==> src/rtl/pulse_capture_hub.sv <==
module pulse_capture_hub #(
  parameter int NCH = 8,
  parameter int W   = 8
) (
  input  logic             clk,
  input  logic             rst,
  input  logic [NCH-1:0]   strobe_i,
  input  logic [NCH*W-1:0] data_i,
  input  logic [NCH-1:0]   host_trig_i,
  input  logic [NCH-1:0]   flag_clr_i,
  input  logic [NCH-1:0]   oe_i,
  output logic [NCH-1:0]   trig_o,
  output logic [NCH-1:0]   ready_o,
  output logic [W-1:0]     bus_o,
  output logic             bus_idle_o,
  output logic             contention_o
);

  logic [NCH-1:0] sync_a, sync_b, sync_c;
  logic [W-1:0]   word_q [NCH];
  logic [W-1:0]   pick;

  wire [NCH-1:0] cap   = sync_b & ~sync_c;
  wire [NCH-1:0] wipe  = flag_clr_i | (trig_o & ~host_trig_i);
  wire           multi = (oe_i & (oe_i - NCH'(1))) != '0;

  always_comb begin
    pick = '0;
    for (int i = NCH - 1; i >= 0; i--)
      if (oe_i[i]) pick = word_q[i];
  end

  always_ff @(posedge clk) begin
    if (rst) begin
      sync_a       <= '0;
      sync_b       <= '0;
      sync_c       <= '0;
      trig_o       <= '1;
      ready_o      <= '0;
      bus_o        <= '0;
      bus_idle_o   <= 1'b1;
      contention_o <= 1'b0;
      for (int i = 0; i < NCH; i++) word_q[i] <= '0;
    end else begin
      sync_a       <= strobe_i;
      sync_b       <= sync_a;
      sync_c       <= sync_b;
      trig_o       <= host_trig_i;
      ready_o      <= (ready_o & ~wipe) | cap;
      bus_o        <= pick;
      bus_idle_o   <= oe_i == '0;
      contention_o <= multi;
      for (int i = 0; i < NCH; i++)
        if (cap[i]) word_q[i] <= data_i[i*W +: W];
    end
  end

  for (genvar g = 0; g < NCH; g++) begin : g_chk
    localparam logic [NCH-1:0] BELOW = (NCH'(1) << g) - NCH'(1);


    flag_set_chk: assert property (@(posedge clk) disable iff (rst)
      cap[g] |=> ready_o[g]);


    flag_clr_chk: assert property (@(posedge clk) disable iff (rst)
      (flag_clr_i[g] && !cap[g]) |=> !ready_o[g]);


    flag_hold_chk: assert property (@(posedge clk) disable iff (rst)
      (!cap[g] && !wipe[g]) |=> $stable(ready_o[g]));


    bus_pick_chk: assert property (@(posedge clk) disable iff (rst)
      (oe_i[g] && (oe_i & BELOW) == '0) |=> bus_o == $past(word_q[g]));
  end


  bus_idle_chk: assert property (@(posedge clk) disable iff (rst)
    (oe_i == '0) |=> (bus_idle_o && bus_o == '0 && !contention_o));


  contention_chk: assert property (@(posedge clk) disable iff (rst)
    ($countones(oe_i) > 1) |=> (contention_o && !bus_idle_o));

endmodule

==> config.mk <==
export PLATFORM = sky130hd
export DESIGN_NAME = pulse_capture_hub
export DESIGN_NICKNAME = d
export VERILOG_FILES = /design/src/rtl/pulse_capture_hub.sv
export SDC_FILE = /design/constraint.sdc
export NUM_CORES = 1
export LEC_CHECK = 0
export BUFFER_PORTS_ARGS = -buffer_cell sky130_fd_sc_hd__buf_2
export CAP_MARGIN = 20
export CORE_MARGIN = 3
export CORE_UTILIZATION = 52
export DETAILED_ROUTE_END_ITERATION = 12
export GPL_TIMING_DRIVEN = 0
export PLACE_DENSITY = 0.8
export SETUP_SLACK_MARGIN = 0.05
export SLEW_MARGIN = 10
export SYNTH_ARGS = -nofsm -noshare
export SYNTH_HDL_FRONTEND = slang
export SYNTH_SLANG_ARGS = --single-unit
export TNS_END_PERCENT = 100
==> constraint.sdc <==
create_clock -name clk -period 1.15 [get_ports clk]
set_input_delay 0.0575 -clock clk [delete_from_list [all_inputs] [get_ports clk]]
set_output_delay 0.0575 -clock clk [all_outputs]
set_load 0.1 [all_outputs]
==> results.json <==
{
  "grt_pass1_vias": 4309,
  "antenna_left": 0,
  "cts_root_buf": "clkbuf_8",
  "worstPathRequired_ns": 1.50,
  "vias": 4023,
  "grt_use_met2": 0.575,
  "ios": 124,
  "place_congestion": 0.898,
  "cp-start-kind": "flip-flop",
  "rsz0062_at_grt": "yes",
  "synth_area_sq_um": 4450,
  "fin_nets": 685,
  "grt.met1_usage": 0.332,
  "synth_cell_types": 29,
  "utilization": 0.888,
  "ys_seq_elements": 114,
  "slew_violations": 0,
  "synth_edf_count": 64,
  "final_layout_size_suffix_gt1_frac": 0.383,
  "synth_cells": 352,
  "syn_avg_cell_area_sq_um": 12.7,
  "dieWidth_um": 98.6,
  "crit_type": "reg2reg",
  "path_max_fanout": 1,
  "cts_tree": "yes",
  "num_rows": 33,
  "finalWirelength_um": 16400,
  "hold_viol": 0,
  "hold_path.class": "in2reg",
  "pre_cts_slack_ns": -0.273,
  "grt_max_degree": 17,
  "power_mw": 11.4,
  "crit_path_end_kind": "flip-flop",
  "fin_ws_ns": -0.194,
  "fillerInstances": 306,
  "tightest_slew_ns": 0.712,
  "skew_ns": 0.0100,
  "outcome": "finished with violations",
  "die_y_um": 98.6,
  "fmaxAchievable_mhz": 744,
  "grt_use_total": 0.318,
  "antenna_found_initial": 0,
  "viasPerCell": 5.71,
  "arrival_ns": 1.70,
  "syn_nets": 450,
  "p_per_area_nw_per_um2": 1550,
  "firstDrtPassIters": 4,
  "ys_warn_count": 0,
  "async_reset_ff_frac": 0,
  "design.core.area_sq_um": 8260,
  "synthFlopType": "edfxtp_1",
  "synth_top_cell_by_area": "edfxtp_1",
  "grt_pass1_wl_um": 23100,
  "synthMostInstantiatedCell": "edfxtp_1",
  "violations": "negative setup slack",
  "clk_pin_slew_ns": 0.06,
  "drtIter0Drc": 376,
  "grt_busiest_layer": "met2",
  "fin_crit_sh": 1.17,
  "p_leak_nw": 2.98,
  "final.setup.tns_ns": -0.948,
  "synth_common_cells": "edfxtp_1 (64), dfxtp_1 (50), nor2b_1 (50)",
  "antenna_cells": 0,
  "maxCapViolations": 0,
  "numCtsBuffers": 17,
  "clock_sinks": 114,
  "synth-seq-area-share": 0.656,
  "hold_slack_ns": 0.0671,
  "start_util": 0.539,
  "setup_viol": 8,
  "area_growth_syn_to_layout_pct": 64.7,
  "htree_levels": 4,
  "cts_max_path_buffers": 2,
  "drc": 0,
  "synth_area_leaders": "edfxtp_1 (43%), dfxtp_1 (22%), nor2b_1 (7.0%), and2_1 (6.7%), nand2b_1 (3.7%)",
  "hpwlAfterDp_um": 7350,
  "period_needed_ns": 1.34,
  "ir_drop_uv": 1280,
  "slew_headroom": 0.526,
  "portBuffers": 121,
  "grt_overflow": 0,
  "synth_top_area_frac": 0.431,
  "met3_usage": 0.0757,
  "dieArea_sq_um": 9710,
  "avgRoutedWirePerCell_um": 23.2,
  "insertion_delay_ns": 0.51
}
[final timing paths]
check	depth (start not counted)	to	startpoint	slack, ns
worst min register to register	1	sync_b[2]	sync_a[2]	0.44
worst max-delay path	4	bus_o[6]	word_q[0][30]	-0.19
worst max register to register	4	bus_o[6]	word_q[0][30]	-0.19
worst min-delay path	3	bus_idle_o	oe_i[1]	0.07
[routing by layer]
metal  wire length (um)  vias to the layer above
met5                  0                        -
met4                850                        0
met3               1150                       66
met2               8710                      285
met1               5660                     1938
li1                   -                     1734
[cells by family after synthesis]
kind of cell,synth area share
flops,0.656
buf+inv,0.0230
simple gates,0.228
compound gates,0.0930
[final cells by class]
cell class / count / area, sq um / share of cell area
buffer: 19 / 103 / 0.0140
clock buffer: 21 / 480 / 0.0655
clock inverter: 11 / 97.6 / 0.0133
multi-input combinational: 219 / 1620 / 0.220
sequential: 114 / 2970 / 0.405
tap: 105 / 131 / 0.0179
timing repair buffer: 216 / 1930 / 0.264
[metrics by stage]
| stage | cell area [sq um] | instances |
|---|---|---|
| floorplan | 4470 | 352 |
| global placement | 5210 | 578 |
| detailed placement | 5210 | 578 |
| CTS | 7190 | 701 |
| global route | 7340 | 705 |
| finish | 7340 | 705 |
[report_power, final]
part	switching, mW	internal (mW)
registers	0.119	4.54
logic	0.891	0.729
clock network	1.95	3.17
[state kept, by name, indices dropped and copies added (netlist names)]
signal        flops
word_q           64
bus_o             8
sync_a            8
sync_c            8
contention_o      1
sync_b            8
ready_o           8
bus_idle_o        1
trig_o            8
[cells in the final DEF (no fill, tap or decap), types with 7 or more instances in the layout]
cell	instances
nor2b_1	50
a22oi_1	7
buf_2	99
and2_1	48
dfxtp_4	7
dfxtp_2	19
nand3b_1	8
clkbuf_16	17
edfxtp_1	64
dlygate4sd3_1	90
dfxtp_1	24
buf_4	8
nand2b_1	14
buf_12	26
nand2b_2	8
a21oi_1	11
or2_2	8
a221o_1	14
clkbuf_1	9
[critical path, stage by stage (launching register included)]
cell and delay [ns]:
edfxtp_1 0.38, a21oi_1 0.25, o21ai_0 0.19, a31oi_1 0.24, o32ai_1 0.13
[what timing repair did]
item,in CTS,in global routing
pin swaps,12,13
setup endpoints to repair,107,102
gates resized for setup,133,29
endpoints found under the hold margin,89,0
buffers inserted,1,4
hold buffers,90,0
(Power assumes the default switching activity.)
